File: src/rtl/therm_mon_pkg.sv
// Shared constants and helpers for the thermal threshold interrupt monitor.
// Assumes at most four sensor channels; the status layout is fixed at 32 bits.
package therm_mon_pkg;

    localparam int STAT_W      = 32;
    localparam int MAX_SENSORS = 4;
    localparam int ADDR_W      = 3;

    // register addresses on the write port
    localparam logic [ADDR_W-1:0] A_HOT_THR = 3'd0;
    localparam logic [ADDR_W-1:0] A_RET_THR = 3'd1;
    localparam logic [ADDR_W-1:0] A_CLD_THR = 3'd2;
    localparam logic [ADDR_W-1:0] A_CTRL    = 3'd3;
    localparam logic [ADDR_W-1:0] A_MASK    = 3'd4;
    localparam logic [ADDR_W-1:0] A_CLEAR   = 3'd5;

    // control word field position for the hot-event mode
    localparam int CTRL_SINGLE_BIT = 8;

    typedef enum logic {
        ZONE_NORMAL = 1'b0,
        ZONE_HOT    = 1'b1
    } zone_t;

    // status bit of the cold event for channel s
    function automatic int cold_pos(input int s);
        case (s)
            0:       return 0;
            1:       return 5;
            2:       return 10;
            default: return 22;
        endcase
    endfunction

    // status bit of the hot event for channel s (always next to cold)
    function automatic int hot_pos(input int s);
        return cold_pos(s) + 1;
    endfunction

    // status bit of the normal-to-hot transition for channel s
    function automatic int n2h_pos(input int s);
        case (s)
            0:       return 4;
            1:       return 9;
            2:       return 14;
            default: return 26;
        endcase
    endfunction

    // mask of all status bits defined for ns channels
    function automatic logic [STAT_W-1:0] defined_mask(input int ns);
        logic [STAT_W-1:0] m;
        m = '0;
        for (int s = 0; s < ns; s++) begin
            m[cold_pos(s)] = 1'b1;
            m[hot_pos(s)]  = 1'b1;
            m[n2h_pos(s)]  = 1'b1;
        end
        return m;
    endfunction

endpackage

File: src/rtl/therm_cfg_regs.sv
// Configuration register file on the write-only register port.
// Holds thresholds, channel enables, hot-event mode and interrupt mask,
// and turns writes to the clear address into a one-cycle clear strobe.
// Assumes one write per cycle; unknown addresses are ignored.
module therm_cfg_regs
    import therm_mon_pkg::*;
#(
    parameter int TEMP_W   = 15,
    parameter int NUM_SENS = 4
) (
    input  logic                  clk,
    input  logic                  rst_n,
    input  logic                  wr_en_i,
    input  logic [ADDR_W-1:0]     wr_addr_i,
    input  logic [STAT_W-1:0]     wr_data_i,
    output logic [TEMP_W-1:0]     hot_thr_o,
    output logic [TEMP_W-1:0]     ret_thr_o,
    output logic [TEMP_W-1:0]     cld_thr_o,
    output logic [NUM_SENS-1:0]   sens_en_o,
    output logic                  single_o,
    output logic [STAT_W-1:0]     mask_o,
    output logic [STAT_W-1:0]     clr_o
);

    logic wr_hot, wr_ret, wr_cld, wr_ctl, wr_msk;

    // decode the write strobe per address
    always_comb begin
        wr_hot = wr_en_i && (wr_addr_i == A_HOT_THR);
        wr_ret = wr_en_i && (wr_addr_i == A_RET_THR);
        wr_cld = wr_en_i && (wr_addr_i == A_CLD_THR);
        wr_ctl = wr_en_i && (wr_addr_i == A_CTRL);
        wr_msk = wr_en_i && (wr_addr_i == A_MASK);
    end

    // threshold registers keep only the low TEMP_W data bits
    always_ff @(posedge clk) begin
        if (!rst_n) begin
            hot_thr_o <= '0;
            ret_thr_o <= '0;
            cld_thr_o <= '0;
        end else begin
            if (wr_hot) hot_thr_o <= wr_data_i[TEMP_W-1:0];
            if (wr_ret) ret_thr_o <= wr_data_i[TEMP_W-1:0];
            if (wr_cld) cld_thr_o <= wr_data_i[TEMP_W-1:0];
        end
    end

    // control and mask registers
    always_ff @(posedge clk) begin
        if (!rst_n) begin
            sens_en_o <= '0;
            single_o  <= 1'b0;
            mask_o    <= '0;
        end else begin
            if (wr_ctl) begin
                sens_en_o <= wr_data_i[NUM_SENS-1:0];
                single_o  <= wr_data_i[CTRL_SINGLE_BIT];
            end
            if (wr_msk) mask_o <= wr_data_i;
        end
    end

    // clear strobe is passed straight through for the write cycle
    assign clr_o = (wr_en_i && (wr_addr_i == A_CLEAR)) ? wr_data_i : '0;

endmodule

File: src/rtl/therm_zone_fsm.sv
// Per-channel normal/hot zone tracker with hysteresis and event detection.
// Events are combinational for the cycle in which a valid reading arrives;
// the zone register updates at the same edge. Assumes ret_thr <= hot_thr.
module therm_zone_fsm
    import therm_mon_pkg::*;
#(
    parameter int TEMP_W = 15
) (
    input  logic              clk,
    input  logic              rst_n,
    input  logic              en_i,
    input  logic              vld_i,
    input  logic [TEMP_W-1:0] temp_i,
    input  logic [TEMP_W-1:0] hot_thr_i,
    input  logic [TEMP_W-1:0] ret_thr_i,
    input  logic [TEMP_W-1:0] cld_thr_i,
    input  logic              single_i,
    output logic              ev_cold_o,
    output logic              ev_hot_o,
    output logic              ev_n2h_o,
    output logic              hot_o
);

    zone_t zone_q, zone_d;
    logic  take, at_hot, at_ret, at_cold;

    // compare a sampled reading against the three thresholds
    always_comb begin
        take    = en_i && vld_i;
        at_hot  = temp_i >= hot_thr_i;
        at_ret  = temp_i <= ret_thr_i;
        at_cold = temp_i <= cld_thr_i;
    end

    // next zone and event flags
    always_comb begin
        zone_d    = zone_q;
        ev_cold_o = 1'b0;
        ev_hot_o  = 1'b0;
        ev_n2h_o  = 1'b0;
        if (!en_i) begin
            zone_d = ZONE_NORMAL;
        end else if (take) begin
            ev_cold_o = at_cold;
            if (zone_q == ZONE_NORMAL) begin
                if (at_hot) begin
                    zone_d   = ZONE_HOT;
                    ev_n2h_o = 1'b1;
                    ev_hot_o = 1'b1;
                end
            end else begin
                if (at_ret) zone_d = ZONE_NORMAL;
                ev_hot_o = at_hot && !single_i;
            end
        end
    end

    // zone register
    always_ff @(posedge clk) begin
        if (!rst_n) zone_q <= ZONE_NORMAL;
        else        zone_q <= zone_d;
    end

    assign hot_o = (zone_q == ZONE_HOT);


    enter_hot_chk: assert property (@(posedge clk) disable iff (!rst_n)
        (en_i && vld_i && !hot_o && temp_i >= hot_thr_i) |=> hot_o);


    hold_hot_chk: assert property (@(posedge clk) disable iff (!rst_n)
        (en_i && hot_o && !(vld_i && temp_i <= ret_thr_i)) |=> hot_o);


    disabled_normal_chk: assert property (@(posedge clk) disable iff (!rst_n)
        !en_i |=> !hot_o);


    single_once_chk: assert property (@(posedge clk) disable iff (!rst_n)
        (single_i && hot_o) |-> !ev_hot_o);

endmodule

File: src/rtl/therm_status_reg.sv
// Write-one-to-clear event status word and masked interrupt output.
// A hardware set in the same cycle as a clear of that bit wins.
// Assumes set_i only drives defined bits (DEF_MASK filters the rest anyway).
module therm_status_reg
    import therm_mon_pkg::*;
#(
    parameter logic [STAT_W-1:0] DEF_MASK = '1
) (
    input  logic              clk,
    input  logic              rst_n,
    input  logic [STAT_W-1:0] set_i,
    input  logic [STAT_W-1:0] clr_i,
    input  logic [STAT_W-1:0] mask_i,
    output logic [STAT_W-1:0] status_o,
    output logic              irq_o
);

    logic [STAT_W-1:0] status_q;

    // latch events, clear written ones, keep reserved bits at zero
    always_ff @(posedge clk) begin
        if (!rst_n) status_q <= '0;
        else        status_q <= ((status_q & ~clr_i) | set_i) & DEF_MASK;
    end

    assign status_o = status_q;

    // interrupt line
    assign irq_o = |(status_q & mask_i);


    set_wins_chk: assert property (@(posedge clk) disable iff (!rst_n)
        ((set_i & DEF_MASK) != '0) |=> ((status_q & $past(set_i & DEF_MASK)) == $past(set_i & DEF_MASK)));


    w1c_chk: assert property (@(posedge clk) disable iff (!rst_n)
        (set_i == '0) |=> ((status_q & $past(clr_i)) == '0));


    keep_chk: assert property (@(posedge clk) disable iff (!rst_n)
        (clr_i == '0) |=> ((status_q & $past(status_q)) == $past(status_q)));


    reserved_zero_chk: assert property (@(posedge clk) disable iff (!rst_n)
        (status_q & ~DEF_MASK) == '0);

endmodule

File: src/rtl/therm_irq_mon.sv
// Top of the thermal threshold interrupt monitor.
// Instantiates the register file, one zone tracker per channel and the
// status word, and maps channel events onto the fixed status layout.
// Assumes NUM_SENS between 1 and 4.
module therm_irq_mon
    import therm_mon_pkg::*;
#(
    parameter int TEMP_W   = 15,
    parameter int NUM_SENS = 4
) (
    input  logic                       clk,
    input  logic                       rst_n,
    input  logic                       wr_en_i,
    input  logic [ADDR_W-1:0]          wr_addr_i,
    input  logic [STAT_W-1:0]          wr_data_i,
    input  logic [NUM_SENS-1:0]        rd_valid_i,
    input  logic [NUM_SENS*TEMP_W-1:0] rd_temp_i,
    output logic [STAT_W-1:0]          status_o,
    output logic [NUM_SENS-1:0]        zone_hot_o,
    output logic                       irq_o
);

    localparam logic [STAT_W-1:0] DEF_MASK = defined_mask(NUM_SENS);

    logic [TEMP_W-1:0]   hot_thr, ret_thr, cld_thr;
    logic [NUM_SENS-1:0] sens_en;
    logic                single_mode;
    logic [STAT_W-1:0]   irq_mask, clr_vec, set_vec;
    logic [NUM_SENS-1:0] ev_cold, ev_hot, ev_n2h;

    therm_cfg_regs #(
        .TEMP_W   (TEMP_W),
        .NUM_SENS (NUM_SENS)
    ) u_cfg (
        .clk       (clk),
        .rst_n     (rst_n),
        .wr_en_i   (wr_en_i),
        .wr_addr_i (wr_addr_i),
        .wr_data_i (wr_data_i),
        .hot_thr_o (hot_thr),
        .ret_thr_o (ret_thr),
        .cld_thr_o (cld_thr),
        .sens_en_o (sens_en),
        .single_o  (single_mode),
        .mask_o    (irq_mask),
        .clr_o     (clr_vec)
    );

    for (genvar s = 0; s < NUM_SENS; s++) begin : g_chan
        therm_zone_fsm #(
            .TEMP_W (TEMP_W)
        ) u_zone (
            .clk       (clk),
            .rst_n     (rst_n),
            .en_i      (sens_en[s]),
            .vld_i     (rd_valid_i[s]),
            .temp_i    (rd_temp_i[s*TEMP_W +: TEMP_W]),
            .hot_thr_i (hot_thr),
            .ret_thr_i (ret_thr),
            .cld_thr_i (cld_thr),
            .single_i  (single_mode),
            .ev_cold_o (ev_cold[s]),
            .ev_hot_o  (ev_hot[s]),
            .ev_n2h_o  (ev_n2h[s]),
            .hot_o     (zone_hot_o[s])
        );
    end

    // place channel events at their fixed status positions
    always_comb begin
        set_vec = '0;
        for (int s = 0; s < NUM_SENS; s++) begin
            set_vec[cold_pos(s)] = ev_cold[s];
            set_vec[hot_pos(s)]  = ev_hot[s];
            set_vec[n2h_pos(s)]  = ev_n2h[s];
        end
    end

    therm_status_reg #(
        .DEF_MASK (DEF_MASK)
    ) u_stat (
        .clk      (clk),
        .rst_n    (rst_n),
        .set_i    (set_vec),
        .clr_i    (clr_vec),
        .mask_i   (irq_mask),
        .status_o (status_o),
        .irq_o    (irq_o)
    );

endmodule

File: config.mk
export PLATFORM = sky130hd
export DESIGN_NAME = therm_irq_mon
export DESIGN_NICKNAME = d
export VERILOG_FILES = /design/src/rtl/therm_mon_pkg.sv /design/src/rtl/therm_cfg_regs.sv /design/src/rtl/therm_zone_fsm.sv /design/src/rtl/therm_status_reg.sv /design/src/rtl/therm_irq_mon.sv
export SDC_FILE = /design/constraint.sdc
export NUM_CORES = 1
export LEC_CHECK = 0
export ABC_CLOCK_PERIOD_IN_PS = 3600
export BUFFER_PORTS_ARGS = -buffer_cell sky130_fd_sc_hd__clkbuf_2
export CAP_MARGIN = 20
export CORE_MARGIN = 5
export CORE_UTILIZATION = 35
export DETAILED_ROUTE_END_ITERATION = 8
export PLACE_DENSITY = 0.59
export SYNTH_ARGS = -nofsm -noshare
export SYNTH_HDL_FRONTEND = slang
export SYNTH_SLANG_ARGS = --single-unit
File: constraint.sdc
create_clock -name clk -period 3.6 [get_ports clk]
set_input_delay 0.72 -clock clk [delete_from_list [all_inputs] [get_ports clk]]
set_output_delay 0.72 -clock clk [all_outputs]
set_load 0.05 [all_outputs]
; Word level (Yosys, flattened, before mapping)
; Index checks and enable logic that the tools add are counted.
[op_classes]
n_lt_le_gt_ge = 12
n_bitwise = 4
eq_ne = 5
reduce_logical = 21
mux = 45
[ops]
columns = cell, n
row1 = $le A15 B15 Y1, 8
row2 = $ge A15 B15 Y1, 4
row3 = $mux W1, 44
row4 = $and A27 B32 Y32, 1
row5 = $reduce_or A32 Y1, 1
row6 = $and A27 B27 Y27, 1
row7 = $mux W27, 1
row8 = $not A27 Y27, 1
row9 = $or A27 B27 Y27, 1
row10 = $logic_and A1 B1 Y1, 14
row11 = $reduce_and A2 Y1, 4
row12 = $eq A3 B2 Y1 const B, 2
row13 = $eq A3 B3 Y1 const B, 2
row14 = $eq A3 B1 Y1 const B, 1
row15 = $logic_not A3 Y1, 1
row16 = $logic_not A1 Y1, 1
[totals]
word_cells = 98
input_bits = 102
regBits = 98
output_inout_bits = 37

; Logic depth before layout (Yosys ltp)
; Gate-level depths: netlist of run 1.
[logic_depth]
depth_word = 6
depth_mapped = 8
mapped_depth_nobuf = 8

; Cells and area by module
; A second synthesis of run 1 with hierarchy kept.
[hier_totals]
hier_cells = 1068
hier_area_um2 = 8872.3
[modules_own_cells]
columns = mod, n_inst, seq_area_each_um2, area_per_inst_um2, cells_per_inst
row1 = therm_zone_fsm, 4, 20.0, 1234.9, 165
row2 = therm_cfg_regs, 1, 1641.6, 3288.2, 342
row3 = therm_status_reg, 1, 240.2, 640.6, 65
row4 = therm_irq_mon, 1, 0.0, 3.8, 1

; Worst setup path before layout of run 1
; No wires, ideal clock.
[synth_timing]
path_kind = register to output
from = register u_stat.status_q[9] (netlist: u_stat.status_o[9])
to = output port irq_o
path_slack_ps = 1490
required_ps = 2880
n_path_buf = 0
arrival_ps = 1390
stages_incl_launch_ff = 4
cell_sequence = dfxtp_1 > a22o_1 > a221oi_1 > nand3_1
[synth_between]
elab_chain_cells = 2
[synth_lines]
columns = item, line_no
row1 = start: declaration, therm_status_reg.sv:18  ; logic [STAT_W-1:0] status_q;
row2 = start signal: assignment, therm_status_reg.sv:23  ; else status_q <= ((status_q & ~clr_i) | set_i) & DEF_MASK;
row3 = $and A27 B32 Y32, therm_status_reg.sv:29  ; assign irq_o = |(status_q & mask_i);
row4 = $reduce_or A32 Y1, therm_status_reg.sv:29
row5 = end: declaration, therm_irq_mon.sv:20  ; output logic irq_o
; No other way between the ends.

; Worst setup path in the final report of run 1
[layout_timing]
from = input port rd_temp_i[46]
to = register g_chan[3].u_zone.zone_q
[layout_between]
elab_chain_cells = 3
word_cells_on_any_way = 5
cone_classes = 2 x order compare / 3 x mux
[layout_lines]
columns = item, line_no
row1 = start: declaration, therm_irq_mon.sv:17  ; input logic [NUM_SENS*TEMP_W-1:0] rd_temp_i,
row2 = $ge A15 B15 Y1 / $le A15 B15 Y1 (equally long branches), "therm_zone_fsm.sv:30, therm_zone_fsm.sv:31"
row3 = "$mux W1, on equally long branches", "therm_zone_fsm.sv:46, therm_zone_fsm.sv:52"
row4 = $mux W1 (*), therm_zone_fsm.sv:45  ; if (zone_q == ZONE_NORMAL) begin
row5 = end signal: assignment, therm_zone_fsm.sv:61  ; else zone_q <= zone_d;
row6 = end: declaration, therm_zone_fsm.sv:24  ; zone_t zone_q, zone_d;
; Mark *: on every way between the ends. The rest lies on a longest branch, timed or not.
; A chain may end at the register's enable or synchronous reset.

==> results of run 1 <==
[logic make-up after synthesis]
group,count (synthesis),synth area share [%]
and+or+nand+nor,312,19.7
DFF,78,21.6
other,1,0.0518
adders and majority gates,180,31.1
buffers and inverters,96,6.34
muxes,5,0.692
AOI/OAI and AO/OA,219,20.5
[state kept, by name (all words and copies together), names as in the netlist]
name                 count
u_cfg.hot_thr_o         15
g_chan.u_zone.hot_o      4
u_cfg.single_o           1
u_cfg.ret_thr_o         15
u_stat.status_o         12
u_cfg.sens_en_o          4
u_cfg.cld_thr_o         15
u_cfg.mask_o            12
[synthesized netlist by cell type, drive strengths merged, types with 2 or more instances]
| cell | count |
|---|---|
| nand3 | 28 |
| nand3b | 3 |
| a41oi | 2 |
| o41ai | 2 |
| ha | 180 |
| o21ai | 28 |
| and4 | 3 |
| mux2i | 5 |
| a211oi | 10 |
| o211ai | 6 |
| a31oi | 3 |
| nand4 | 24 |
| o21a | 8 |
| buf | 31 |
| clkbuf | 14 |
| nor2 | 40 |
| a21oi | 49 |
| dfxtp | 78 |
| o22ai | 2 |
| inv | 51 |
| a22o | 6 |
| or2 | 2 |
| o221ai | 2 |
| and3b | 2 |
| o31ai | 4 |
| nand2 | 161 |
| nor3 | 11 |
| nand2b | 3 |
| and2 | 2 |
| a21boi | 62 |
| a2111oi | 5 |
| a221oi | 7 |
| nor2b | 23 |
| a21o | 17 |
| and3 | 4 |
| a22oi | 4 |
[power groups by stage]
stage                     Sequential, W  Combinational (W)  Clock, W
after floorplan                0.000910           0.000364         0
after global placement         0.000909           0.000535         0
after detailed placement       0.000909           0.000544         0
after CTS                      0.000890           0.000546  0.000928
after global routing           0.000892           0.000620  0.000964
final                          0.000891           0.000544  0.000915
[worst min-delay path: stages (launching register included)]
cell and delay, ns:
dfxtp_1 0.30, nand2_1 0.05, a21boi_1 0.05
[routing by layer]
metal | global-route usage, % | part of all wire [%] | vias up
li1 | - | - | 3371
met1 | 27.3 | 49 | 3051
met2 | 29.6 | 44 | 191
met3 | 2.95 | 5.5 | 22
met4 | 3.62 | 1.1 | 6
met5 | 2.69 | 0.52 | -
[final timing paths]
| check | startpoint | endpoint | slack (ns) | cells after the start |
|---|---|---|---|---|
| worst min-delay path | u_cfg.hot_thr_o[2] | u_cfg.hot_thr_o[2] | 0.45 | 2 |
| worst max register to register | u_cfg.ret_thr_o[1] | g_chan[3].u_zone.hot_o | 1.22 | 8 |
| worst min register to register | u_cfg.hot_thr_o[2] | u_cfg.hot_thr_o[2] | 0.45 | 2 |
| worst max-delay path | rd_temp_i[46] | g_chan[3].u_zone.hot_o | 1.17 | 8 |
[area by class of cell]
type                    count  area share, %
repair buffers            107           6.60
well taps                 270           4.11
clock buffers              10           2.91
inverters                  51           2.33
flip-flops and latches     78           19.0
clock inverters             6          0.746
multi-input cells         736           64.3
[per-stage QoR]
step / utilization (%) / cell area (um^2) / power, W / cells / worst slack (ns)
after floorplan: - / 7310 / 0.00127 / 910 / 1.49
after global placement: 39.0 / 7920 / 0.00144 / 1242 / 0.815
after detailed placement: 39.0 / 7920 / 0.00145 / 1242 / 0.791
after CTS: 40.5 / 8220 / 0.00236 / 1258 / 1.14
after global routing: 40.5 / 8220 / 0.00248 / 1258 / 1.10
final: 40.5 / 8220 / 0.00235 / 1258 / 1.17
==> summary.txt, run 1 <==
CTS
  – Sink Count: 78
  – CTS hold repair buffers: 0
  – Worst-path clk slew: 0.06 ns
  – Postcts setup bufs: 0
  – Skew-Pair Late Insertion Delay: 0.34 ns
  – Max clock buf depth: 2
  – Depth of the CTS H-tree: 3
  – Post-cts sizing count: 0
  – CTS tree: yes
  – Clk root buf: clkbuf_16
  – CTS Buf Count: 9

Pwr
  – Flop pwr share: 37.9%
  – Net switching power figure: 0.000710 W
  – Sw frac: 30.2%
  – Pint: 0.00164 W
  – Clk pwr share: 39.0%
  – Pwr/cell area: 286 nW/um^2
  – Logic pwr share: 23.1%
  – LEAKAGE: 3.51 nW
  – Peak supply drop: 0.000197 V

Floorplanning
  – Die area: 23700 um^2
  – Die height: 154 um
  – Chip width: 154 um
  – Starting Density: 35.7%
  – Placement row count: 52
  – I/O Pins: 139
  – Core area: 20300 um^2

Timing
  – Clk_skew: 0.00690 ns
  – Fin crit share: 67.5%
  – RSZ-0062 raised after global routing: no
  – Hold WS: 0.451 ns
  – Maximum clock frequency: 0.412 GHz
  – Fin. max-slew vios: 0
  – Tightest Pin Transition: 0.798 ns
  – Fin crit period: 2.43 ns
  – Final hold viol count: 0
  – Worst slew margin: 46.8%
  – Setup_tns: 0 ns
  – Final setup violation count: 0

Finish
  – Area of the multi-input gates: 5290 um^2
  – Diodes inserted: 0
  – Nets: 1265
  – Highest-count cells in the layout ignoring fill and taps: ha_1, nand2_1, clkbuf_2
  – Ratio of cells with drive above 1 in the final layout: 12.7%
  – Synth-to-Final Area Change: 13.6%
  – Leading cell type in the layout, fill and taps excluded: ha_1
  – Register area: 1560 um^2
  – FILL cells: 2134

Run
  – Maxcap violations: 0

Yosys
  – Synthesis warning total: 0
  – Synth Register Bits: 78
  – Synth unique cells: 48
  – Cells after synthesis: 891
  – Post-synthesis sequential area ratio: 21.6%
  – Area contributors post-synth: ha_1, dfxtp_1, nand2_1, a21boi_1, a21oi_1
  – Async SR Flop Fraction: 0%
  – Post-synth top area cell: ha_1
  – Post-synthesis area per instance: 8.12 um^2
  – Post-synth top flop: dfxtp_1
  – Top cell type's share of synthesized area: 31.1%
  – Post-Syn Area: 7240 um^2
  – EDFF count, synth: 0

Worst setup path
  – Crit-path cells: clkbuf_2, ha_1, nor2b_1, o21ai_1, a21oi_1, a2111oi_0, o221ai_1, a22o_1
  – Buffers & Inverters on Critical Path: 1
  – Slowest stage delay, CP: 0.69 ns
  – Startpoint types: primary input
  – WS Path Type: in -> reg
  – Crit path max-delay cell type: a2111oi_0
  – CP top delay family: compound AO/OA/AOI/OAI gates
  – Required time of the critical path: 3.82 ns
  – Crit. End Element: register
  – CP Max Fanout: 3
  – Critical Path AT: 2.65 ns

Routing
  – Antenna Nets Post-Route: 0
  – Vias: 6641
  – Vias per inst: 5.28
  – Initial DRC Count: 422
  – Residual DRC: 0
  – First drt pass iteration count: 5
  – Aggregate routed wire length: 22.5 mm
  – Avg WL per Cell: 17.9 um

GRT
  – Largest net degree at the start of global routing: 44
  – Antenna violations before repair: 3
  – Gr ovfl total: 0
  – First-pass GRT wire length: 35.1 mm
  – Vias in the first global route: 6459
  – Total track usage: 18.9%

Placed design
  – Final GP Congestion: 0.890
  – Post-DP HPWL: 19.4 mm
  – Port buffer count: 104

Run status
  – Outcome: complete, no violations

Worst hold path
  – Worst hold path type: reg -> reg
No activity file was read; power rests on OpenSTA's default activity.
==> run 2: changes to the inputs <==
Settings changed: ABC_CLOCK_PERIOD_IN_PS 3600 to 2290.
Clock period 3.6 ns to 2.29 ns, I/O delays scaled along.
==> run 2 against run 1 <==
Net effect:
- flip-flop and latch count unchanged
- largest cell class unchanged
- critical path type is now reg -> reg
- clock power increased by 42%
- combinational power increased by 65%
- via count increased by 2.5%
- die area unchanged
- power increased by 53%
==> summary.txt, run 2 (synthesis gave the netlist of run 1 again) <==
Run status
  – Outcome: complete, no violations

Finish
  – Highest-count cells in the layout ignoring fill and taps: ha_1, nand2_1, clkbuf_2
  – Ratio of cells with drive above 1 in the final layout: 15.2%
  – Finished Cell Area: 8410 um^2
  – Synth-to-Final Area Change: 16.2%
  – Area of the multi-input gates: 5310 um^2
  – Largest registers: u_cfg.cld_thr_o x15, u_cfg.hot_thr_o x15, u_cfg.ret_thr_o x15
  – Register area: 1560 um^2
  – Diodes inserted: 0
  – Final cell count without fillers: 1284
  – Leading cell type in the layout, fill and taps excluded: ha_1
  – FILL cells: 2132
  – Nets: 1291

Timing
  – Fin crit share: 94.7%
  – Clk_skew: 0.0103 ns
  – Maximum clock frequency: 0.461 GHz
  – Fin crit period: 2.17 ns
  – Final hold viol count: 0
  – Fin. max-slew vios: 0
  – Tightest Pin Transition: 0.752 ns
  – Final setup violation count: 0
  – Worst slew margin: 49.7%

Floorplanning
  – Core area: 20300 um^2
  – Die height: 154 um
  – I/O Pins: 139
  – Chip width: 154 um
  – Die area: 23700 um^2
  – Placement row count: 52
  – Starting Density: 35.7%

GRT
  – Total track usage: 19.3%
  – Vias in the first global route: 6796
  – Largest net degree at the start of global routing: 46
  – Antenna violations before repair: 0
  – First-pass GRT wire length: 36.2 mm
  – Gr ovfl total: 0

Pwr
  – Peak supply drop: 0.000354 V
  – Net switching power figure: 0.00111 W
  – Logic pwr share: 24.9%
  – Pint: 0.00249 W
  – Clk pwr share: 36.2%
  – Tot Pwr: 0.00360 W
  – Sw frac: 30.7%
  – Pwr/cell area: 428 nW/um^2
  – LEAKAGE: 3.62 nW
  – Flop pwr share: 38.9%

Worst hold path
  – Hold Path End: u_cfg.mask_o[26]
  – Hold Crit Start: wr_data_i[26]
  – Worst hold path type: in -> reg
  – Hold Crit Depth: 3

Worst setup path
  – Startpoint types: register
  – WS Path Type: reg -> reg
  – Critical Path AT: 2.45 ns
  – Slowest stage delay, CP: 0.43 ns
  – Worst r2r dst: u_stat.status_o[22]
  – Crit. End Element: register
  – Crit-path cells: inv_1, ha_1, and3_1, a221oi_1, a21oi_1, o41ai_1, and3b_1
  – Required time of the critical path: 2.57 ns
  – Crit path max-delay cell type: o41ai_1
  – Reg2Reg Depth: 7
  – RR Startpoint: u_cfg.cld_thr_o[6]
  – CP Max Fanout: 4
  – Reg-to-reg slack, setup: 0.12 ns

Routing
  – Antenna Nets Post-Route: 0
  – Aggregate routed wire length: 23.2 mm
  – Vias: 6809
  – First drt pass iteration count: 5
  – Residual DRC: 0
  – Initial DRC Count: 482
  – Avg WL per Cell: 18.1 um
  – Vias per inst: 5.30

CTS
  – Worst-path clk slew: 0.06 ns
  – Skew-Pair Late Insertion Delay: 0.34 ns
  – Clk root buf: clkbuf_16
  – Max clock buf depth: 2
  – Depth of the CTS H-tree: 3
  – CTS Buf Count: 9
  – CTS tree: yes
  – Sink Count: 78

Placed design
  – Final GP Congestion: 0.911
  – Post-DP HPWL: 19.6 mm
  – Placed Area: 8100 um^2
  – Port buffer count: 104
  – Placed insts: 1266

Run
  – Maxcap violations: 0
==> run 2: cell type report <==
class / instances / area share [%]
Sequential cell: 78 / 18.6
Timing Repair Buffer: 133 / 8.78
Inverter: 51 / 2.28
Tap cell: 270 / 4.02
Clock buffer: 12 / 2.93
Multi-Input combinational cell: 736 / 63.2
Clock inverter: 4 / 0.268
==> run 2: per-layer routing <==
metal  GRT usage [%]  routed length (um)  share of wire, %  up-vias
li1                -                   -                 -     3415
met1            27.7               11500                49     3178
met2            30.2                9950                43      189
met3            3.01                1380               5.9       27
met4            5.26                 451               1.9        0
met5               0                   0                 0        -
==> run 2: worst max-delay path: cells and delay by family, from the launching register on <==
| family | cells | cell delay, ns |
|---|---|---|
| and+or+nand+nor | 2 | 0.43 |
| buffers and inverters | 1 | 0.18 |
| AOI/OAI and AO/OA | 3 | 0.92 |
| DFF | 1 | 0.31 |
| adders and majority gates | 1 | 0.28 |
==> run 2: timing repair <==
action,CTS,global route
resized for setup,0,8
hold buffers,0,0
buffers inserted,0,2
setup endpoints to repair,0,3
==> run 2: power groups by stage <==
stage,Clock [W],Sequential [W],Combinational [W]
2_1_floorplan,0,0.00143,0.000572
3_3_place_gp,0,0.00143,0.000872
3_5_place_dp,0,0.00143,0.000889
4_1_cts,0.00133,0.00140,0.000893
5_1_grt,0.00138,0.00140,0.00101
6_report,0.00130,0.00140,0.000896
==> run 2: per-stage QoR <==
stage               setup TNS, ns  hold WS [ns]  setup WS (ns)  util, %
finish                          0         0.375          0.121     41.4
global route             -0.00119         0.375       -0.00119     41.4
CTS                             0         0.360         0.0167     41.2
detailed placement        -0.0564         0.445        -0.0333     39.9
global placement          -0.0519         0.440        -0.0292     39.9
floorplan                       0         0.435          0.442        -
==> run 2: worst max path at each step <==
stage | start | to | slack (ns) | cells after the start
after detailed placement | rd_temp_i[16] | g_chan[1].u_zone.hot_o | -0.03 | 9
after CTS | u_cfg.ret_thr_o[1] | g_chan[3].u_zone.hot_o | 0.02 | 9
after floorplan | u_stat.status_o[9] | irq_o | 0.44 | 3
after global routing | u_cfg.hot_thr_o[8] | g_chan[3].u_zone.hot_o | -0.001 | 8
final | u_cfg.cld_thr_o[6] | u_stat.status_o[22] | 0.12 | 7
after global placement | rd_temp_i[46] | g_chan[3].u_zone.hot_o | -0.03 | 9
==> run 3: changes to the inputs <==
Settings changed: ABC_CLOCK_PERIOD_IN_PS 2290 to 2400, PLACE_DENSITY 0.59 to 0.58, SYNTH_HIERARCHICAL set to 1.
Clock period 2.29 ns to 2.4 ns, I/O delays scaled along.
==> run 3 against run 2 <==
Net effect:
- final area up 9.5%
- area after synthesis up 11%
- global-route usage down 1.3 points
- die area up 10%
- power up 5.0%
- critical path type unchanged
- highest routed layer unchanged
==> summary.txt, run 3 <==
Run status
  – Outcome: complete, no violations

Worst setup path
  – Crit. End Element: register
  – Worst r2r dst: u_stat/status_o[4]
  – Critical Path AT: 2.43 ns
  – Slowest stage delay, CP: 0.43 ns
  – CP Max Fanout: 5
  – Crit-path cells: inv_1, ha_1, a211o_1, a21oi_1, o211ai_2, a21oi_1, nor2_1, o21a_1
  – Startpoint types: register
  – Reg-to-reg slack, setup: 0.20 ns
  – Reg2Reg Depth: 8
  – Required time of the critical path: 2.63 ns
  – WS Path Type: reg -> reg
  – RR Startpoint: u_cfg/hot_thr_o[8]
  – Crit path max-delay cell type: dfxtp_1
  – CP dominant cell by count: a21oi_1

Worst hold path
  – Worst hold path type: in -> reg
  – Hold Path End: u_cfg/mask_o[26]
  – Hold Crit Start: wr_data_i[26]
  – Hold Crit Depth: 3

Finish
  – Synth-to-Final Area Change: 15.0%
  – Highest-count cells in the layout ignoring fill and taps: inv_1, ha_1, clkbuf_2
  – Ratio of cells with drive above 1 in the final layout: 15.9%
  – Largest registers: u_cfg/cld_thr_o x15, u_cfg/hot_thr_o x15, u_cfg/ret_thr_o x15
  – Diodes inserted: 0
  – Final cell count without fillers: 1370
  – Nets: 1362

Timing
  – RSZ-0062 raised after global routing: no
  – Setup_tns: 0 ns
  – Clk_skew: 0.00813 ns
  – Final hold viol count: 0
  – Final setup violation count: 0
  – Fin crit period: 2.20 ns
  – Maximum clock frequency: 0.455 GHz
  – Fin. max-slew vios: 0
  – Fin crit share: 91.7%

Yosys
  – Post-Syn Area: 8020 um^2
  – Cells after synthesis: 973
  – Synthesis warning total: 6
  – Post-synthesis area per instance: 8.24 um^2

CTS
  – CTS tree: yes
  – CTS hold repair buffers: 0
  – Post-cts sizing count: 0
  – Skew-Pair Late Insertion Delay: 0.34 ns
  – Postcts setup bufs: 0
  – CTS Buf Count: 9
  – Sink Count: 78
  – Worst-path clk slew: 0.06 ns
  – Clk root buf: clkbuf_16
  – Max clock buf depth: 2
  – Depth of the CTS H-tree: 3

Floorplanning
  – Die area: 26000 um^2
  – Chip width: 161 um
  – Placement row count: 55
  – Die height: 161 um
  – Starting Density: 35.5%
  – I/O Pins: 139
  – Core area: 22600 um^2

Routing
  – Initial DRC Count: 274
  – Aggregate routed wire length: 23.7 mm
  – Residual DRC: 0
  – Vias per inst: 5.05
  – First drt pass iteration count: 5
  – Vias: 6919
  – Avg WL per Cell: 17.3 um
  – Antenna Nets Post-Route: 0

Placed design
  – Placed insts: 1354
  – Post-DP HPWL: 20.4 mm
  – Final GP Congestion: 0.888
  – Port buffer count: 104

Pwr
  – Pwr/cell area: 410 nW/um^2
  – LEAKAGE: 4.04 nW
  – Peak supply drop: 0.000314 V

GRT
  – Antenna violations before repair: 0
  – Largest net degree at the start of global routing: 27
  – Vias in the first global route: 6803
  – First-pass GRT wire length: 36.6 mm
  – Total track usage: 18.0%
  – Gr ovfl total: 0

Run
  – Maxcap violations: 0
-- run 3: worst max path at each step --
stage                       startpoint                  end  slack, ns  cells past startpoint
floorplan                rd_temp_i[30]  u_stat/status_o[11]       0.44                      8
global placement          rd_temp_i[8]   u_stat/status_o[1]       0.11                      8
detailed placement        rd_temp_i[8]   u_stat/status_o[4]       0.09                      8
CTS                 u_cfg/hot_thr_o[8]   u_stat/status_o[4]       0.22                      8
global route        u_cfg/hot_thr_o[8]  u_stat/status_o[11]       0.11                      9
finish              u_cfg/hot_thr_o[8]   u_stat/status_o[4]       0.20                      8
-- run 3: layout make-up --
cell class,count,area [um^2]
sequential,78,1560
tap,285,357
clock buffer,9,225
inverter,180,676
clock inverter,7,113
multi-input combinational,687,5590
fill,2348,13400
timing repair buffer,124,696
-- run 3: critical path: cells and delay by family (launching register included) --
family / cells / cell delay, ns
flops: 1 / 0.43
compound gates: 5 / 1.24
fa+ha+maj: 1 / 0.29
simple gates: 1 / 0.07
buf+inv: 1 / 0.07
-- run 3: where the power goes --
| group | internal [W] | switching, W |
|---|---|---|
| clock | 0.00101 | 0.000553 |
| combinational | 0.000343 | 0.000514 |
| sequential | 0.00132 | 0.0000401 |
| total | 0.00267 | 0.00111 |
-- run 3: stage by stage --
| stage | setup slack, ns | area, um^2 | utilization [%] | total power [W] | hold WS (ns) |
|---|---|---|---|---|---|
| 2_1_floorplan | 0.441 | 8090 | - | 0.00197 | 0.435 |
| 3_3_place_gp | 0.106 | 8880 | 39.3 | 0.00223 | 0.445 |
| 3_5_place_dp | 0.0888 | 8880 | 39.3 | 0.00225 | 0.447 |
| 4_1_cts | 0.220 | 9210 | 40.8 | 0.00381 | 0.376 |
| 5_1_grt | 0.109 | 9210 | 40.8 | 0.00398 | 0.389 |
| 6_report | 0.200 | 9210 | 40.8 | 0.00378 | 0.387 |
-- run 3: routing by layer --
| layer | vias up | global-route usage (%) | share of wire, % |
|---|---|---|---|
| li1 | 3518 | - | - |
| met1 | 3207 | 25.6 | 49 |
| met2 | 172 | 28.8 | 44 |
| met3 | 22 | 2.37 | 5.3 |
| met4 | 0 | 4.65 | 1.9 |
| met5 | - | 0 | 0 |
